File: config.mk
export PLATFORM = sky130hd
export DESIGN_NAME = rfs_sched
export DESIGN_NICKNAME = d
export VERILOG_FILES = /design/src/rtl/rfs_pkg.sv /design/src/rtl/rfs_tick_gen.sv /design/src/rtl/rfs_debt.sv /design/src/rtl/rfs_wait_cnt.sv /design/src/rtl/rfs_sched.sv
export SDC_FILE = /design/constraint.sdc
export NUM_CORES = 1
export LEC_CHECK = 0
export CAP_MARGIN = 20
export CORE_MARGIN = 8
export CORE_UTILIZATION = 40
export DETAILED_ROUTE_END_ITERATION = 8
export PLACE_DENSITY = 0.57
export RECOVER_POWER = 100
export REMOVE_ABC_BUFFERS = 1
export SLEW_MARGIN = 20
export SYNTH_ARGS = -nofsm -noshare
export SYNTH_HDL_FRONTEND = slang
export SYNTH_HIERARCHICAL = 1
export SYNTH_SLANG_ARGS = --single-unit
File: constraint.sdc
create_clock -name clk -period 4.6 [get_ports clk]
set_clock_uncertainty 0.2 [all_clocks]
set_input_delay 0.92 -clock clk [delete_from_list [all_inputs] [get_ports clk]]
set_output_delay 0.92 -clock clk [all_outputs]
set_load 0.01 [all_outputs]
File: src/rtl/rfs_pkg.sv
package rfs_pkg;

  typedef enum logic {
    PWR_ACTIVE = 1'b0,
    PWR_SELF   = 1'b1
  } pwr_state_e;

  // next debt value: add a tick, remove a taken refresh, clamp at cap
  function automatic int unsigned debt_step(input int unsigned cur,
                                            input logic tick,
                                            input logic take,
                                            input int unsigned cap);
    int unsigned nxt;
    nxt = cur + (tick ? 1 : 0);
    if (take && nxt != 0) nxt = nxt - 1;
    if (nxt > cap) nxt = cap;
    return nxt;
  endfunction

  // width needed to hold values 0..max_val
  function automatic int unsigned width_for(input int unsigned max_val);
    int unsigned w;
    w = 1;
    while ((1 << w) <= max_val) w = w + 1;
    return w;
  endfunction

endpackage

File: src/rtl/rfs_tick_gen.sv
module rfs_tick_gen #(
  parameter int unsigned INTERVAL_CYC = 1040
) (
  input  logic clk,
  input  logic rst_n,
  input  logic run,
  output logic tick
);
  localparam int unsigned CW = rfs_pkg::width_for(INTERVAL_CYC);
  localparam logic [CW-1:0] LAST = CW'(INTERVAL_CYC - 1);

  logic [CW-1:0] cnt_q;

  assign tick = run && (cnt_q == LAST);

  always_ff @(posedge clk or negedge rst_n) begin
    if (!rst_n)        cnt_q <= '0;
    else if (!run)     cnt_q <= '0;
    else if (tick)     cnt_q <= '0;
    else               cnt_q <= cnt_q + 1'b1;
  end

  // ticks are separated by the full interval
  assert_tick_isolated_R2: assert property (@(posedge clk) disable iff (!rst_n)
    (tick && INTERVAL_CYC > 1) |=> !tick);

  assert_stopped_restart_R2: assert property (@(posedge clk) disable iff (!rst_n)
    !run |=> (cnt_q == '0));

endmodule

File: src/rtl/rfs_debt.sv
module rfs_debt #(
  parameter int unsigned MAX_DEBT = 8
) (
  input  logic clk,
  input  logic rst_n,
  input  logic tick,
  input  logic take,
  input  logic clear,
  output logic [rfs_pkg::width_for(MAX_DEBT)-1:0] debt,
  output logic urgent
);
  localparam int unsigned DW = rfs_pkg::width_for(MAX_DEBT);

  logic [DW-1:0] debt_q;
  logic [DW-1:0] debt_d;

  always_comb begin
    debt_d = DW'(rfs_pkg::debt_step(int'(debt_q), tick, take, MAX_DEBT));
    if (clear) debt_d = '0;
  end

  always_ff @(posedge clk or negedge rst_n) begin
    if (!rst_n) debt_q <= '0;
    else        debt_q <= debt_d;
  end

  assign debt   = debt_q;
  assign urgent = (debt_q == DW'(MAX_DEBT));

  assert_debt_bounded_R3: assert property (@(posedge clk) disable iff (!rst_n)
    debt_q <= DW'(MAX_DEBT));

  assert_no_underflow_R3: assert property (@(posedge clk) disable iff (!rst_n)
    take |-> (debt_q != '0));

  assert_saturate_hold_R3: assert property (@(posedge clk) disable iff (!rst_n)
    (urgent && tick && !take && !clear) |=> urgent);

  assert_tick_adds_R2: assert property (@(posedge clk) disable iff (!rst_n)
    (tick && !take && !clear && !urgent) |=> (debt_q == $past(debt_q) + 1'b1));

endmodule

File: src/rtl/rfs_wait_cnt.sv
module rfs_wait_cnt #(
  parameter int unsigned WAIT_W   = 8,
  parameter int unsigned LOAD_VAL = 10
) (
  input  logic clk,
  input  logic rst_n,
  input  logic load,
  output logic busy
);
  logic [WAIT_W-1:0] cnt_q;

  always_ff @(posedge clk or negedge rst_n) begin
    if (!rst_n)             cnt_q <= '0;
    else if (load)          cnt_q <= WAIT_W'(LOAD_VAL);
    else if (cnt_q != '0)   cnt_q <= cnt_q - 1'b1;
  end

  assign busy = (cnt_q != '0);

  assert_wait_armed_R6: assert property (@(posedge clk) disable iff (!rst_n)
    (load && LOAD_VAL > 0) |=> busy);

endmodule

File: src/rtl/rfs_sched.sv
module rfs_sched #(
  parameter int unsigned INTERVAL_CYC = 1040,
  parameter int unsigned TRFC_CYC     = 10,
  parameter int unsigned MAX_DEBT     = 8,
  parameter int unsigned XSNR_CYC     = 10,
  parameter int unsigned XSRD_CYC     = 200
) (
  input  logic clk,
  input  logic rst_n,
  input  logic busy_i,
  input  logic ref_gnt_i,
  input  logic sr_enter_i,
  input  logic sr_exit_i,
  output logic ref_req_o,
  output logic ref_urgent_o,
  output logic [$clog2(MAX_DEBT+1)-1:0] debt_o,
  output logic cke_o,
  output logic allow_nonread_o,
  output logic allow_read_o
);
  import rfs_pkg::*;

  localparam int unsigned DW      = width_for(MAX_DEBT);
  localparam int unsigned MAXWAIT = (TRFC_CYC > XSNR_CYC)
                                    ? ((TRFC_CYC > XSRD_CYC) ? TRFC_CYC : XSRD_CYC)
                                    : ((XSNR_CYC > XSRD_CYC) ? XSNR_CYC : XSRD_CYC);
  localparam int unsigned WAIT_W  = width_for(MAXWAIT);
  localparam int unsigned NWAIT   = 3;   // 0: refresh recovery, 1: non-read exit, 2: read exit

  pwr_state_e pwr_q;
  logic       in_sr;
  logic       tick;
  logic       take;
  logic       enter;
  logic       leave;
  logic       urgent;
  logic       allow_nr;
  logic       allow_rd;
  logic       req;
  logic [DW-1:0]    debt;
  logic [NWAIT-1:0] wait_load;
  logic [NWAIT-1:0] wait_busy;

  assign in_sr    = (pwr_q == PWR_SELF);
  assign allow_nr = !in_sr && !wait_busy[0] && !wait_busy[1];
  assign allow_rd = allow_nr && !wait_busy[2];
  assign req      = (debt != '0) && allow_nr && (!busy_i || urgent);
  assign take     = req && ref_gnt_i;
  assign enter    = !in_sr && sr_enter_i && allow_nr && !take;
  assign leave    = in_sr && sr_exit_i;

  always_ff @(posedge clk or negedge rst_n) begin
    if (!rst_n)     pwr_q <= PWR_ACTIVE;
    else if (enter) pwr_q <= PWR_SELF;
    else if (leave) pwr_q <= PWR_ACTIVE;
  end

  rfs_tick_gen #(.INTERVAL_CYC(INTERVAL_CYC)) u_tick (
    .clk  (clk),
    .rst_n(rst_n),
    .run  (!in_sr && !enter),
    .tick (tick)
  );

  rfs_debt #(.MAX_DEBT(MAX_DEBT)) u_debt (
    .clk   (clk),
    .rst_n (rst_n),
    .tick  (tick),
    .take  (take),
    .clear (enter),
    .debt  (debt),
    .urgent(urgent)
  );

  assign wait_load[0] = take;
  assign wait_load[1] = leave;
  assign wait_load[2] = leave;

  for (genvar g = 0; g < NWAIT; g++) begin : g_wait
    localparam int unsigned LV = (g == 0) ? TRFC_CYC - 1
                               : (g == 1) ? XSNR_CYC : XSRD_CYC;
    rfs_wait_cnt #(.WAIT_W(WAIT_W), .LOAD_VAL(LV)) u_wait (
      .clk  (clk),
      .rst_n(rst_n),
      .load (wait_load[g]),
      .busy (wait_busy[g])
    );
  end

  assign ref_req_o       = req;
  assign ref_urgent_o    = urgent;
  assign debt_o          = ($clog2(MAX_DEBT+1))'(debt);
  assign cke_o           = !in_sr;
  assign allow_nonread_o = allow_nr;
  assign allow_read_o    = allow_rd;

  assert_busy_defers_R4: assert property (@(posedge clk) disable iff (!rst_n)
    (busy_i && !ref_urgent_o) |-> !ref_req_o);

  assert_urgent_forces_R5: assert property (@(posedge clk) disable iff (!rst_n)
    (ref_urgent_o && allow_nonread_o) |-> ref_req_o);

  assert_recovery_block_R6: assert property (@(posedge clk) disable iff (!rst_n)
    (take && TRFC_CYC > 1) |=> !allow_nonread_o);

  assert_self_quiet_R7: assert property (@(posedge clk) disable iff (!rst_n)
    !cke_o |-> (!ref_req_o && !allow_nonread_o && !allow_read_o));

  assert_self_entry_R7: assert property (@(posedge clk) disable iff (!rst_n)
    enter |=> (!cke_o && debt_o == '0));

  assert_read_subset_R8: assert property (@(posedge clk) disable iff (!rst_n)
    allow_read_o |-> allow_nonread_o);

  assert_exit_holds_R8: assert property (@(posedge clk) disable iff (!rst_n)
    leave |=> (cke_o && !allow_read_o));

  assert_entry_gated_R9: assert property (@(posedge clk) disable iff (!rst_n)
    (cke_o && !allow_nonread_o) |=> cke_o);

  assert_stray_grant_R10: assert property (@(posedge clk) disable iff (!rst_n)
    (ref_gnt_i && !ref_req_o && cke_o && allow_nonread_o) |=> allow_nonread_o);

endmodule

## Yosys cells after proc, flatten, opt, wreduce, memory -nomap -nowiden

Cells that the tools add are included.

| cells by class | value |
|---|---|
| add/sub/neg operators | 6 |
| $mul | 0 |
| divide/modulo/power cells | 0 |
| magnitude comparators | 1 |
| equality and inequality tests | 2 |
| shifts and indexed selects | 0 |
| muxes and demuxes | 14 |
| bitwise logic cells | 0 |
| reductions and logical operators | 30 |

Operators with widths:

| cell | count |
|---|---|
| $mux 8 | 6 |
| $add 4x32->32 | 1 |
| $gt 32x4->1 const B | 1 |
| $mux 32 | 1 |
| $reduce_bool 32->1 | 1 |
| $sub 32x1->32 const B | 1 |
| $reduce_bool 8->1 | 3 |
| $sub 8x1->8 const B | 3 |
| $mux 11 | 2 |
| $logic_and 1x1->1 | 13 |
| $add 11x1->11 const B | 1 |
| $eq 11x11->1 const B | 1 |
| $mux 4 | 2 |
| $reduce_bool 2->1 | 4 |
| $logic_not 1->1 | 7 |
| $eq 4x4->1 const B | 1 |
| $reduce_bool 4->1 | 1 |
| $mux 1 | 3 |
| $logic_or 1x1->1 | 1 |

| storage, ports and cells | value |
|---|---|
| bits in registers | 40 |
| latch bits | 0 |
| memory bits (writable) | 0 |
| bits in read-only memories | 0 |
| bits of input ports | 6 |
| output and inout port bits | 9 |
| logic and storage cells | 59 |
| memories kept | 0 |

## Longest topological paths before layout

Gate-level depths: netlist of the first run.

| logic depth | value |
|---|---|
| word-level depth | 20 |
| gate-level depth with buffers | 20 |
| gate-level depth less buffers | 19 |

## Hierarchy

The synthesis of the first run kept the hierarchy.

By module, submodules not included:

| module | instances | cells each | area an instance (µm²) |
|---|---|---|---|
| rfs_debt | 1 | 71 | 625.6 |
| rfs_tick_gen | 1 | 54 | 558.0 |
| rfs_wait_cnt (g_wait[2].u_wait) | 1 | 48 | 473.0 |
| rfs_wait_cnt (g_wait[0].u_wait) | 1 | 47 | 469.2 |
| rfs_wait_cnt (g_wait[1].u_wait) | 1 | 50 | 455.4 |
| rfs_sched | 1 | 14 | 108.9 |

## Worst setup path before layout of the first run

No wires, ideal clock.

| timing path | value |
|---|---|
| path type | register to register |
| start point | reg g_wait[1].u_wait.cnt_q[0] |
| end point | reg u_debt.debt_q[1], in the netlist u_debt/debt[1] |
| library setup time | 0.087 ns |
| arrival time | 4.022 ns |
| data required time | 4.313 ns |
| path slack | 0.292 ns |
| cell stages (with the launch flop) | 21 |
| clock period less this slack | 4.308 ns |
| cell sequence | dfrtp_1 -> inv_1 -> ha_1 -> or3b_2 -> buf_1 -> nor2_1 -> inv_1 -> or3_4 -> clkinv_2 -> o311a_2 -> nor2_1 -> and2_1 -> ha_1 -> ha_1 -> inv_1 -> ha_1 -> nor2b_4 -> inv_2 -> o21ai_1 -> mux2_4 -> a211oi_2 |

| on the way | value |
|---|---|
| longest elaborated chain between the ends | 19 |
| elaborated cells on any way between the ends | 21 |
| classes of those cells | add/sub: 2; order compare: 1; mux: 4; reduce/logical: 14 |

RTL lines:

| element | RTL line | source |
|---|---|---|
| from (decl) | rfs_wait_cnt.sv:10 | `logic [WAIT_W-1:0] cnt_q;` |
| from (signal assigned) | rfs_wait_cnt.sv:14 | `else if (load) cnt_q <= WAIT_W'(LOAD_VAL);` |
| from (signal assigned) | rfs_wait_cnt.sv:15 | `else if (cnt_q != '0) cnt_q <= cnt_q - 1'b1;` |
| $reduce_bool 8->1 * | rfs_wait_cnt.sv:18 | `assign busy = (cnt_q != '0);` |
| named net wait_busy[1] | rfs_sched.sv:42 | `logic [NWAIT-1:0] wait_busy;` |
| $logic_not 1->1 * | rfs_sched.sv:45 | `assign allow_nr = !in_sr && !wait_busy[0] && !wait_busy[1];` |
| $logic_and 1x1->1 * | rfs_sched.sv:45 |  |
| named net allow_nonread_o | rfs_sched.sv:18 | `output logic allow_nonread_o,` |
| $logic_and 1x1->1 (2 in series) | rfs_sched.sv:47 | `assign req = (debt != '0) && allow_nr && (!busy_i \|\| urgent);` |
| $logic_and 1x1->1 | rfs_sched.sv:48 | `assign take = req && ref_gnt_i;` |
| $logic_not 1->1 | rfs_sched.sv:49 | `assign enter = !in_sr && sr_enter_i && allow_nr && !take;` |
| [... 1 more ...] | n/a |  |
| named net enter | rfs_sched.sv:34 | `logic enter;` |
| [... 3 more ...] | n/a |  |
| named net tick | rfs_sched.sv:32 | `logic tick;` |
| $mux 1 * | rfs_pkg.sv:14 | `nxt = cur + (tick ? 1 : 0);` |
| $add 4x32->32 * | rfs_pkg.sv:14 |  |
| branches (longest 2 deep; another with $sub 32x1->32) | n/a |  |
| $mux 32 * | rfs_pkg.sv:15 | `if (take && nxt != 0) nxt = nxt - 1;` |
| $gt 32x4->1 | rfs_pkg.sv:16 | `if (nxt > cap) nxt = cap;` |
| $mux 4 * | rfs_pkg.sv:16 |  |
| $mux 4 * | rfs_debt.sv:19 | `if (clear) debt_d = '0;` |
| named net u_debt.debt_d[1] | rfs_debt.sv:15 | `logic [DW-1:0] debt_d;` |
| to (signal assigned) | rfs_debt.sv:24 | `else debt_q <= debt_d;` |
| to (decl) | rfs_debt.sv:14 | `logic [DW-1:0] debt_q;` |

Mark *: on every way through the listed nets, which the timed path passes.
A chain may end at the register's enable or synchronous reset.

## Worst setup path after layout of the first run

| timing path | value |
|---|---|
| start point | reg g_wait[0].u_wait.cnt_q[1] |
| end point | reg u_debt.debt_q[1], in the netlist u_debt/debt[1] |

| on the way | value |
|---|---|
| longest elaborated chain between the ends | 20 |
| elaborated cells on any way between the ends | 22 |
| classes of those cells | add/sub: 2; order compare: 1; mux: 4; reduce/logical: 15 |

RTL lines:

| element | RTL line |
|---|---|
| from (decl) | rfs_wait_cnt.sv:10 |
| from (signal assigned) | rfs_wait_cnt.sv:14 |
| from (signal assigned) | rfs_wait_cnt.sv:15 |
| $reduce_bool 8->1 * | rfs_wait_cnt.sv:18 |
| named net wait_busy[0] | rfs_sched.sv:42 |
| $logic_not 1->1 * | rfs_sched.sv:45 |
| $logic_and 1x1->1 * (2 in series) | rfs_sched.sv:45 |
| $logic_and 1x1->1 (2 in series) | rfs_sched.sv:47 |
| $logic_and 1x1->1 | rfs_sched.sv:48 |
| $logic_not 1->1 | rfs_sched.sv:49 |
| $logic_and 1x1->1 * | rfs_sched.sv:49 |
| named net enter | rfs_sched.sv:34 |
| [... 3 more ...] | n/a |
| named net tick | rfs_sched.sv:32 |
| $mux 1 * | rfs_pkg.sv:14 |
| $add 4x32->32 * | rfs_pkg.sv:14 |
| branches (longest 2 deep; another with $sub 32x1->32) | n/a |
| $mux 32 * | rfs_pkg.sv:15 |
| $gt 32x4->1 | rfs_pkg.sv:16 |
| $mux 4 * | rfs_pkg.sv:16 |
| $mux 4 * | rfs_debt.sv:19 |
| named net u_debt.debt_d[1] | rfs_debt.sv:15 |

Marks and branches as above.

==> reports/metrics.sh, run 1 <==
TOP_SIGNAL_LAYER_USED='met4'
CTS_HTREE_LEVELS=2
ROUTABILITYCONGESTION=0.836
POSTLAYOUTCOREUTIL=0.452
POST_CTS_HOLD_BUFFER_COUNT=0
UNREPAIRED_SETUP_ENDPOINTS_AFTER_GLOBAL_ROUTING='false'
CLOCK_TREE_FROM_TRITONCTS='done'
CRITICAL_PATH.TOP_DELAY_FAMILY='simple AND/OR/NAND/NOR gates'
GRT_PASS1_WL_MM=9.73
CTS_SINKS=40
CLK_PIN_SLEW_NS=0.07
POST_DRT_WL_PER_CELL_UM=15.1
WORSTPATHREQUIRED_NS=4.60
IO_PINS=15
WORST-PATH-STAGES=18
CLOCK_TREE.BUFFER_DEPTH=2
SYNTH.AREA.MUX_SHARE=0.0149
CRIT_PATH_MAX_INCR_DELAY_NS=0.44
CP_CELL_SEQUENCE='inv_1 -> ha_1 -> or3b_1 -> nand2b_4 -> or3_4 -> clkinv_2 -> o311a_2 -> nor2_1 -> and2_1 -> ha_1 -> ha_1 -> inv_1 -> ha_1 -> nor2b_4 -> inv_2 -> o21ai_1 -> mux2_4 -> a211oi_2'
INITIAL_CORE_UTILIZATION=0.405
FINAL_DESIGN_AREA_NO_FILL_UM2=3000
LARGEST_NET_DEGREE_AT_THE_START_OF_GLOBAL_ROUTING=41
WL_MET1_MM=2.71
INITIALDRTVIOLATIONCOUNT=83
CRITPATHKIND='reg -> reg'
SYNTH_ADDER_AREA_SHARE=0.0512
HOLDPATHSTAGES=1
CRITPATHCAPTURE='u_debt/debt[1]$_DFF_PN0_'
R2R_CELLS=18
WORST_SLEW_PIN_SLEW_NS=2.24
SETUP.WORST_PATH.START_CLASS='flip-flop'
SYNTH-SEQ-AREA-SHARE=0.372
GRT_UTIL_ALL_LAYERS=0.121
POWER-PER-CELL-AREA_nW_PER_UM2=467
CRIT_TOP_CELL='sky130_fd_sc_hd__ha_1'
CHIPWIDTH_UM=98.0
CLOCK_LATENCY_ON_THE_WORST_SKEW_PAIR_NS=0.28
RUN_STATUS='complete, but fails checks'
VIOLATIONS='capacitance limit, slew limit'
IR_DROP_WORST_CASE_VDD_uV=196
FINAL_PERIOD_UTIL=0.948
SYNTH_TOP_FAMILY_BY_AREA='simple AND/OR/NAND/NOR gates'
POSTSYNTH.ASYNCRESETSHARE=1.00
ROUTED_WIRE_LENGTH_MM=5.75
CP.ARRIVAL_NS=4.36
TOTAL_CONGESTION_OVERFLOW_AFTER_GLOBAL_ROUTING=0
HOLD_SLACK_NS=0.303
CRITICAL_PATH.MAX_FANOUT=6
PRE_CTS_WS_NS=0.217
TNS_NS=0
MAX_CAP_VIOLATIONS=1
SYNTHESIS.YOSYS.WARNINGS=6
DIE-HEIGHT_UM=98.0
SYNTH_CELL_TYPE_COUNT=73
VIAS=2180
GRT_ANTENNA_BEFORE_REPAIR=0
SYNTH-COMPOUND-AREA-SHARE=0.238
YS_FF_LATCH=40
SETUP_VIOL=0
FINAL_CRITICAL_PATH_SETUP_SLACK_NS=0.239
DETAILROUTE.WIRELENGTH.MET3_UM=257
CLOCK-ROOT-BUFFER='sky130_fd_sc_hd__clkbuf_8'
FINAL_PERIOD_MINUS_WORST_SETUP_SLACK_NS=4.36
CORE_BOX_AREA_UM2=6640
POWER.LEAKAGE_nW=1.17
ANTENNA-DIODE-COUNT=0
WORST_HOLD_PATH_TYPE='reg -> reg'
CP_NUM_BUF_INV=4
SETUP.WORST_PATH.START='g_wait[0].u_wait/cnt_q[1]$_DFFE_PN0P_'
CRITICAL_PATH.SLOWEST_CELL='sky130_fd_sc_hd__or3_4'
FINAL_LAYOUT_SIZE_SUFFIX_GT1_FRAC=0.172
SYNTH-SIMPLE-AREA-SHARE=0.248
PLACEMENT.IO_BUFFERS=14
FP-ROW-COUNT=30
DIE_AREA_UM2=9600
SYN-INSTANCE-COUNT=284
LAYOUT-AREA-OVERHEAD-VS-SYNTH_PCT=11.5
ROUTE.MET2.WL_MM=2.69
DRTANTENNAVIOLNETS=0
SYN-MEAN-INSTANCE-AREA_UM2=9.47
DRTPASS1ITERATIONS=4
ENDPOINT_KIND='flip-flop'
R2R_END='u_debt/debt[1]$_DFF_PN0_'
DP.FINAL_HPWL_MM=4.12
PLACE_INST=375
CTS_BUFFERS=5
HOLD_VIOL_FINAL=0
PLACEDINSTANCEAREA_UM2=2920
WORST_SLEW_MARGIN_REL=-0.491
NUMBER_OF_FLOPS_MAPPED_TO_ENABLE_CELLS_BY_YOSYS=0
SLEW_VIOLS_FINAL=41
RESIDUAL_DRC_COUNT=0
SYN_AREA_UM2=2690
YS.FLOP_TYPE='sky130_fd_sc_hd__dfrtp_1'
SYNTH_XOR_XNOR_AREA_SHARE=0.0130
DESIGN.FINAL.NETS=319
MAX_CLK_RATE_GHz=0.229
FIN_TOTAL_PWR_mW=1.40
FIRST_GLOBAL_VIAS=2115
VIA_PER_INST=5.71
CRITICAL_PATH.REG2REG.STARTPOINT='g_wait[0].u_wait/cnt_q[1]$_DFFE_PN0P_'
SETUP.REG_TO_REG.WORST_SLACK_NS=0.24
FINAL_CELL_COUNT_NO_FILL=382
[cell usage in the layout (no fill, tap or decap), drive strengths merged, types with 3 or more instances in the layout]
cell type      count
nor4               9
o31ai              7
nor2b              6
a211o              3
dlygate4sd3        5
or3               10
or3b               3
or4               10
nand2              7
clkdlybuf4s50      8
nor2              19
ha                11
nor3b              3
inv               25
clkbuf             8
dfrtp             40
o21ai             23
o41ai              4
buf                7
nor3               6
a211oi             8
nand2b             6
a21oi             24
nand3              8
and2               5
[report_power, final]
part	total, mW	internal [mW]	switching (mW)
registers	0.643	0.492	0.151
clock network	0.217	0.103	0.114
logic	0.541	0.263	0.277
total	1.40	0.858	0.543
[per-layer routing]
metal  track usage  up-vias
met4        0.0504        0
li1              -     1094
met5             0        -
met1         0.147     1033
met3        0.0263        8
met2         0.203       45
[how the worst min path moves through the flow]
stage                                         start                        end
after global routing      u_tick/cnt_q[0]$_DFF_PN0_  u_tick/cnt_q[0]$_DFF_PN0_
after CTS                 u_tick/cnt_q[0]$_DFF_PN0_  u_tick/cnt_q[0]$_DFF_PN0_
after floorplan           u_tick/cnt_q[0]$_DFF_PN0_  u_tick/cnt_q[0]$_DFF_PN0_
after detailed placement  u_tick/cnt_q[0]$_DFF_PN0_  u_tick/cnt_q[0]$_DFF_PN0_
after global placement    u_tick/cnt_q[0]$_DFF_PN0_  u_tick/cnt_q[0]$_DFF_PN0_
final                     u_tick/cnt_q[0]$_DFF_PN0_  u_tick/cnt_q[0]$_DFF_PN0_
[Yosys cell counts, types with 3 or more instances]
cell type                  number  share of area
sky130_fd_sc_hd__a211o_1        3         0.0098
sky130_fd_sc_hd__a211oi_1       4          0.011
sky130_fd_sc_hd__a211oi_2       4          0.019
sky130_fd_sc_hd__a21oi_1       22          0.041
sky130_fd_sc_hd__and2_1         4         0.0093
sky130_fd_sc_hd__buf_1          3         0.0042
sky130_fd_sc_hd__buf_2          3         0.0056
sky130_fd_sc_hd__dfrtp_1       40           0.37
sky130_fd_sc_hd__ha_1          11          0.051
sky130_fd_sc_hd__inv_1         23          0.032
sky130_fd_sc_hd__nand2_1        7         0.0098
sky130_fd_sc_hd__nand2b_1       5          0.012
sky130_fd_sc_hd__nand3_1        8          0.015
sky130_fd_sc_hd__nor2_1        18          0.025
sky130_fd_sc_hd__nor2b_1        5          0.012
sky130_fd_sc_hd__nor3_1         6          0.011
sky130_fd_sc_hd__nor4_1         7          0.016
sky130_fd_sc_hd__o21ai_0       17          0.032
sky130_fd_sc_hd__o21ai_1        5         0.0093
sky130_fd_sc_hd__o31ai_1        7          0.020
sky130_fd_sc_hd__o41ai_1        3         0.0098
sky130_fd_sc_hd__or3_1          5          0.012
sky130_fd_sc_hd__or3_2          3         0.0084
sky130_fd_sc_hd__or4_1          8          0.022
[cell families (layout without fill, tap and decap cells)]
kind of cell,after synthesis,after routing
flip-flops,40,40
XOR/XNOR,4,4
buffers and inverters,37,55
multiplexers,3,3
AO/OA/AOI/OAI,87,87
adder cells (fa/ha/maj),11,11
AND/OR/NAND/NOR,102,102
[final cells by class]
class,instances,area (µm²)
Multi-Input combinational cell,207,1530
Timing Repair Buffer,22,190
Fill cell,638,3640
Clock buffer,6,72.6
Tap cell,80,100
Clock inverter,1,5.00
Inverter,26,98.8
Sequential cell,40,1000
[flip-flops by register name, summed over array words and instances (netlist names)]
signal / count
u_debt/debt: 4
in_sr: 1
g_wait.u_wait/cnt_q: 24
u_tick/cnt_q: 11
[what timing repair did]
action,in CTS,in global routing
setup buffers,0,0
endpoints found under the hold margin,0,0
gates resized for setup,0,3
setup endpoints to repair,0,4
Power figures use the tool's default switching activity.
==> run 2, diff against run 1 <==
- CORE_MARGIN: 8 -> default
- PLACE_DENSITY: 0.57 -> 0.58
- SYNTH_HIERARCHICAL: 1 -> default
==> reports/metrics.sh, run 2 <==
DIE-HEIGHT_UM=77.4
PLACEDINSTANCEAREA_UM2=2490
HOLD_VIOL_FINAL=0
YS_FF_LATCH=40
SYNTHESIS.YOSYS.WARNINGS=0
INITIAL_CORE_UTILIZATION=0.413
RUN_STATUS='complete, but fails checks'
CLOCK_TREE.BUFFER_DEPTH=2
PLACEMENT.IO_BUFFERS=14
ANTENNA-DIODE-COUNT=0
FINAL_PERIOD_MINUS_WORST_SETUP_SLACK_NS=3.95
CORE_BOX_AREA_UM2=5510
CTS_SINKS=40
FINAL_PERIOD_UTIL=0.859
SYN-INSTANCE-COUNT=244
INITIALDRTVIOLATIONCOUNT=144
IO_PINS=15
SLEW_VIOLS_FINAL=41
DP.FINAL_HPWL_MM=3.11
DRTPASS1ITERATIONS=4
POST_CTS_HOLD_BUFFER_COUNT=0
POSTSYNTH.ASYNCRESETSHARE=1.00
CRITICAL_PATH.MAX_FANOUT=11
RESIZED_CELLS_POST_CTS=0
GRT_ANTENNA_BEFORE_REPAIR=0
SYN-MEAN-INSTANCE-AREA_UM2=9.31
VIOLATIONS='capacitance limit, slew limit'
ROUTABILITYCONGESTION=0.883
CLOCK-ROOT-BUFFER='sky130_fd_sc_hd__clkbuf_8'
CHIPWIDTH_UM=77.4
CLOCK_TREE_FROM_TRITONCTS='done'
SYN_AREA_UM2=2270
LARGEST_REGISTER_FFS=24
FP-ROW-COUNT=27
YS_TOP_CELLS_BY_COUNT='sky130_fd_sc_hd__dfrtp_1, sky130_fd_sc_hd__nor2_1, sky130_fd_sc_hd__nand2_1'
SYNTH_CELL_TYPE_COUNT=40
SETUP_VIOL=0
UNREPAIRED_SETUP_ENDPOINTS_AFTER_GLOBAL_ROUTING='false'
ENDPOINT_KIND='flip-flop'
DRTANTENNAVIOLNETS=0
IR_DROP_WORST_CASE_VDD_uV=182
CLK_PIN_SLEW_NS=0.08
ROUTED_WIRE_LENGTH_MM=4.47
NUMBER_OF_FLOPS_MAPPED_TO_ENABLE_CELLS_BY_YOSYS=0
GRT_PASS1_WL_MM=7.91
REGMOSTFLOPS='g_wait.u_wait.cnt_q'
LAYOUT-AREA-OVERHEAD-VS-SYNTH_PCT=13.6
RESIDUAL_DRC_COUNT=0
NETLIST.TOP_CELL.BY_AREA='sky130_fd_sc_hd__dfrtp_1'
FILLERINSTANCES=535
PLACE_INST=326
GRT_UTIL_ALL_LAYERS=0.169
YS.FLOP_TYPE='sky130_fd_sc_hd__dfrtp_1'
PRE_CTS_WS_NS=0.482
MAX_CAP_VIOLATIONS=1
CTS_HTREE_LEVELS=2
SYNTH-SEQ-AREA-SHARE=0.441
VIAS=1760
FINAL_LAYOUT_SIZE_SUFFIX_GT1_FRAC=0.0496
WORST_SLEW_PIN_SLEW_NS=2.14
POWER.LEAKAGE_nW=1.12
FIRST_GLOBAL_VIAS=1727
SYNTH_TOP_AREA_FRAC=0.441
CRITPATHKIND='reg -> reg'
SETUP.WORST_PATH.START_CLASS='flip-flop'
TNS_NS=0
WORST_HOLD_PATH_TYPE='reg -> reg'
WORST_SLEW_MARGIN_REL=-0.424
WORSTPATHREQUIRED_NS=4.63
LAYOUT.CELLS.MOST_COMMON='sky130_fd_sc_hd__dfrtp_1'
POST-SYNTH-TOP-COUNT-CELL='sky130_fd_sc_hd__dfrtp_1'
MAX_CLK_RATE_GHz=0.253
CP.ARRIVAL_NS=3.97
FINAL_CELL_MIX='sky130_fd_sc_hd__dfrtp_1, sky130_fd_sc_hd__nor2_1, sky130_fd_sc_hd__nand2_1'
TOTAL_CONGESTION_OVERFLOW_AFTER_GLOBAL_ROUTING=0
FINAL_DESIGN_AREA_NO_FILL_UM2=2580
FIN_TOTAL_PWR_mW=1.33
CTS_BUFFERS=5
DIE_AREA_UM2=5990
BUFFER_COUNT_FROM_POST_CTS_SETUP_FIXING=0
CLOCK_LATENCY_ON_THE_WORST_SKEW_PAIR_NS=0.30
POST_DRT_WL_PER_CELL_UM=13.4
FINAL_CRITICAL_PATH_SETUP_SLACK_NS=0.651
VIA_PER_INST=5.27
SYNTH.TOP_CELLS.BY_AREA='sky130_fd_sc_hd__dfrtp_1, sky130_fd_sc_hd__ha_1, sky130_fd_sc_hd__xor2_1, sky130_fd_sc_hd__xnor2_1, sky130_fd_sc_hd__nor2_1'
DESIGN.FINAL.NETS=278
POWER-PER-CELL-AREA_nW_PER_UM2=517
LARGEST_NET_DEGREE_AT_THE_START_OF_GLOBAL_ROUTING=41
FINAL_CELL_COUNT_NO_FILL=334
## run 2: cell count changes after synthesis, sizes merged, moves of 4 or more
cell,change
nand2,+18
a21oi,-17
o21ai,-14
inv,-12
xor2,+12
nor2,+11
xnor2,+11
a211oi,-6
nor2b,-6
or4,-6
buf,-5
o31ai,-5
or3,-5
o41ai,-4
## run 2: path summary, 6_finish.rpt
| check | depth (start not counted) | slack, ns | start | to |
|---|---|---|---|---|
| min in group asynchronous | 1 | 1.03 | rst_n | g_wait[2].u_wait.cnt_q[1]$_DFFE_PN0P_ |
| max in group asynchronous | 1 | 1.95 | rst_n | u_tick.cnt_q[5]$_DFF_PN0_ |
| worst max-delay path | 18 | 0.65 | g_wait[1].u_wait.cnt_q[0]$_DFFE_PN0P_ | u_debt.debt[3]$_DFF_PN0_ |
| worst max register to register | 18 | 0.65 | g_wait[1].u_wait.cnt_q[0]$_DFFE_PN0P_ | u_debt.debt[3]$_DFF_PN0_ |
| worst min-delay path | 1 | 0.26 | u_tick.cnt_q[0]$_DFF_PN0_ | u_tick.cnt_q[0]$_DFF_PN0_ |
| worst min register to register | 1 | 0.26 | u_tick.cnt_q[0]$_DFF_PN0_ | u_tick.cnt_q[0]$_DFF_PN0_ |
## run 2: layout make-up
| class | count | area, µm² | area share |
|---|---|---|---|
| Clock inverter | 3 | 46.3 | 0.0179 |
| Sequential cell | 40 | 1000 | 0.388 |
| Tap cell | 72 | 90.1 | 0.0349 |
| Clock buffer | 5 | 68.8 | 0.0267 |
| Timing Repair Buffer | 16 | 141 | 0.0548 |
| Inverter | 13 | 48.8 | 0.0189 |
| Multi-Input combinational cell | 185 | 1180 | 0.459 |
## run 2: worst max-delay path: stages, from the launching register on
cell and delay [ns]:
sky130_fd_sc_hd__dfrtp_1 0.41, sky130_fd_sc_hd__inv_1 0.09, sky130_fd_sc_hd__ha_1 0.18, sky130_fd_sc_hd__nor3b_1 0.24, sky130_fd_sc_hd__nand2_1 0.28, sky130_fd_sc_hd__nor4_1 0.40, sky130_fd_sc_hd__o21ai_0 0.16, sky130_fd_sc_hd__nor2_1 0.11
sky130_fd_sc_hd__ha_1 0.19, sky130_fd_sc_hd__ha_1 0.26, sky130_fd_sc_hd__inv_1 0.09, sky130_fd_sc_hd__ha_1 0.14, sky130_fd_sc_hd__inv_1 0.06, sky130_fd_sc_hd__nor3_1 0.18, sky130_fd_sc_hd__ha_1 0.25, sky130_fd_sc_hd__nand2b_1 0.07
sky130_fd_sc_hd__a21oi_1 0.05, sky130_fd_sc_hd__o2111ai_1 0.31, sky130_fd_sc_hd__a21boi_0 0.20
## run 2: where the power goes
part	leakage, nW	switching, mW	total (mW)	internal, mW
registers	0.487	0.137	0.628	0.491
logic	0.575	0.203	0.408	0.205
clock network	0.0548	0.136	0.299	0.163
## run 2: cells by family (layout without fill, tap and decap cells)
| family | Yosys count | after routing | synth area share |
|---|---|---|---|
| xor gates and xnor gates | 27 | 27 | 0.104 |
| adders and majority gates | 11 | 11 | 0.0606 |
| and+or+nand+nor | 113 | 113 | 0.263 |
| AOI/OAI and AO/OA | 34 | 34 | 0.0991 |
| buffers and inverters | 19 | 37 | 0.0330 |
| DFF | 40 | 40 | 0.441 |
## run 2: through the flow
step / util / hold WS (ns)
after floorplan: - / 0.224
after global placement: 0.451 / 0.243
after detailed placement: 0.451 / 0.247
after CTS: 0.472 / 0.258
after global routing: 0.469 / 0.294
final: 0.469 / 0.257
## run 2: routing by layer
layer / routed length, µm / global-route usage / vias up
met2: 1960 / 0.267 / 41
li1: - / - / 881
met5: 0 / 0 / -
met4: 113 / 0.0736 / 0
met3: 187 / 0.0412 / 13
met1: 2200 / 0.219 / 825
==> run 3, diff against run 2 <==
- CORE_MARGIN: default -> 5
- CTS_CLUSTER_SIZE: default -> 8
- MAX_ROUTING_LAYER: default -> met4
==> reports/metrics.sh, run 3 (synthesized netlist as in run 2, its figures left out) <==
DIE_AREA_UM2=7290
CRITICAL_PATH.SLOWEST_CELL='sky130_fd_sc_hd__dlygate4sd3_1'
ANTENNA-DIODE-COUNT=0
CP.ARRIVAL_NS=4.05
FIRST_GLOBAL_VIAS=1647
CLOCK_TREE_FROM_TRITONCTS='done'
WORSTPATHREQUIRED_NS=4.60
P_SEQ_FRAC=0.494
CLK_PIN_SLEW_NS=0.08
TOTAL_SWITCHING_POWER_uW=456
CLOCK_LATENCY_ON_THE_WORST_SKEW_PAIR_NS=0.28
POWER.COMBINATIONAL.FRACTION=0.319
GRT_UTIL_ALL_LAYERS=0.135
UNREPAIRED_SETUP_ENDPOINTS_AFTER_GLOBAL_ROUTING='false'
DETAILROUTE.WIRELENGTH.MET3_UM=110
RESIZED_CELLS_POST_CTS=0
LAYOUT-AREA-OVERHEAD-VS-SYNTH_PCT=12.8
POWER.LEAKAGE_nW=1.11
FINAL_CELL_MIX='sky130_fd_sc_hd__dfrtp_1, sky130_fd_sc_hd__nor2_1, sky130_fd_sc_hd__nand2_1'
CHIPWIDTH_UM=85.4
RUN_STATUS='complete, but fails checks'
R2R_END='u_debt.debt[3]$_DFF_PN0_'
CTS_BUFFERS=5
TOTAL_CONGESTION_OVERFLOW_AFTER_GLOBAL_ROUTING=0
VIA_PER_INST=5.07
ROUTABILITYCONGESTION=0.891
POWER-PER-CELL-AREA_nW_PER_UM2=497
HOLDPATHSTAGES=1
INTERNAL_POWER_uW=818
REGMOSTFLOPS='g_wait.u_wait.cnt_q'
SETUP.REG_TO_REG.WORST_SLACK_NS=0.71
POST_CTS_HOLD_BUFFER_COUNT=0
WORST_HOLD_PATH_TYPE='reg -> reg'
CRIT_PATH_MAX_INCR_DELAY_NS=0.54
CP_CELL_SEQUENCE='dlygate4sd3_1 -> o31ai_1 -> nand3_1 -> nor4_1 -> o21ai_0 -> nor2_1 -> ha_1 -> ha_1 -> inv_1 -> ha_1 -> inv_1 -> nor3_1 -> ha_1 -> nand2b_1 -> a21oi_1 -> o2111ai_1 -> a21boi_0'
HOLD_VIOL_FINAL=0
CRITPATHKIND='in -> reg'
CLKPWRFRAC=0.187
SLEW_VIOLS_FINAL=41
CLOCK-ROOT-BUFFER='sky130_fd_sc_hd__clkbuf_8'
WL_MET1_MM=2.33
DRTANTENNAVIOLNETS=0
CTS_SINKS=40
FP-ROW-COUNT=27
CORE_BOX_AREA_UM2=5510
INITIAL_CORE_UTILIZATION=0.413
IO_PINS=15
LAYOUT.CELLS.MOST_COMMON='sky130_fd_sc_hd__dfrtp_1'
TNS_NS=0
VIOLATIONS='capacitance limit, slew limit'
LARGEST_NET_DEGREE_AT_THE_START_OF_GLOBAL_ROUTING=41
SETUP_VIOL=0
FIN_TOTAL_PWR_mW=1.27
CRITICAL_PATH.MAX_FANOUT=4
POST_DRT_WL_PER_CELL_UM=13.1
GRT_PASS1_WL_MM=7.69
MIN_DELAY_WORST_ENDPOINT='u_tick.cnt_q[0]$_DFF_PN0_'
HOLD_PATH_STARTPOINT='u_tick.cnt_q[0]$_DFF_PN0_'
SETUP.WORST_PATH.START_CLASS='primary input'
ENDPOINT_KIND='flip-flop'
CLOCK_TREE.BUFFER_DEPTH=2
BUFFER_COUNT_FROM_POST_CTS_SETUP_FIXING=0
CTS_HTREE_LEVELS=2
FINAL_PERIOD_MINUS_WORST_SETUP_SLACK_NS=4.05
WORST_SLEW_MARGIN_REL=-0.411
FINAL_PERIOD_UTIL=0.880
FINAL_LAYOUT_SIZE_SUFFIX_GT1_FRAC=0.0456
RESIDUAL_DRC_COUNT=0
R2R_CELLS=18
DESIGN.FINAL.NETS=279
LARGEST_REGISTER_FFS=24
VIAS=1700
MAX_CAP_VIOLATIONS=1
CRIT_TOP_CELL='sky130_fd_sc_hd__ha_1'
ROUTE.MET2.WL_MM=1.91
GRT_ANTENNA_BEFORE_REPAIR=0
CRITICAL_PATH.REG2REG.STARTPOINT='g_wait[0].u_wait.cnt_q[0]$_DFFE_PN0P_'
TOP_SIGNAL_LAYER_USED='met4'
PLACEMENT.IO_BUFFERS=14
DRTPASS1ITERATIONS=4
ROUTED_WIRE_LENGTH_MM=4.39
IR_DROP_WORST_CASE_VDD_uV=168
MAX_CLK_RATE_GHz=0.247
P_SW_FRAC=0.358
DIE-HEIGHT_UM=85.4
DP.FINAL_HPWL_MM=3.19
INITIALDRTVIOLATIONCOUNT=39
WORST_SLEW_PIN_SLEW_NS=2.12
==> run 3: worst max path at each step <==
| stage | start | to |
|---|---|---|
| global route | busy_i | u_debt.debt[3]$_DFF_PN0_ |
| detailed placement | busy_i | u_debt.debt[3]$_DFF_PN0_ |
| global placement | busy_i | u_debt.debt[3]$_DFF_PN0_ |
| CTS | g_wait[0].u_wait.cnt_q[0]$_DFFE_PN0P_ | u_debt.debt[3]$_DFF_PN0_ |
| finish | busy_i | u_debt.debt[3]$_DFF_PN0_ |
| floorplan | g_wait[1].u_wait.cnt_q[0]$_DFFE_PN0P_ | u_debt.debt[3]$_DFF_PN0_ |
==> run 3: per-layer routing <==
metal	vias to the layer above	GRT usage
li1	881	-
met2	20	0.196
met1	797	0.186
met5	-	-
met4	0	0.0388
met3	2	0.0330
==> run 3: area by class of cell <==
cell class | instances | area (µm²)
Multi-Input combinational cell | 185 | 1180
Clock buffer | 7 | 86.3
Inverter | 13 | 48.8
Timing Repair Buffer | 17 | 145
Tap cell | 72 | 90.1
Clock inverter | 1 | 7.51
Fill cell | 531 | 2940
Sequential cell | 40 | 1000
==> run 3: power by group through the flow <==
stage	registers, mW	logic (mW)	clock network, mW
3_5_place_dp	0.634	0.413	0
3_3_place_gp	0.634	0.401	0
2_1_floorplan	0.604	0.341	0
4_1_cts	0.629	0.416	0.252
6_report	0.629	0.407	0.238
5_1_grt	0.651	0.473	0.269
==> run 3: metrics by stage <==
| stage | hold slack, ns | util | area [µm²] | worst slack, ns | cells |
|---|---|---|---|---|---|
| after floorplan | 0.224 | - | 2250 | 0.899 | 238 |
| after global placement | 0.247 | 0.453 | 2490 | 0.550 | 327 |
| after detailed placement | 0.262 | 0.453 | 2490 | 0.459 | 327 |
| after CTS | 0.273 | 0.470 | 2590 | 0.689 | 335 |
| after global routing | 0.292 | 0.466 | 2560 | 0.286 | 335 |
| final | 0.263 | 0.466 | 2560 | 0.553 | 335 |
==> run 3: worst max-delay path, delay by kind of cell <==
kind / cells / cell delay [ns]
compound gates: 5 / 0.83
fa+ha+maj: 4 / 0.83
buf+inv: 3 / 0.69
simple gates: 5 / 0.77
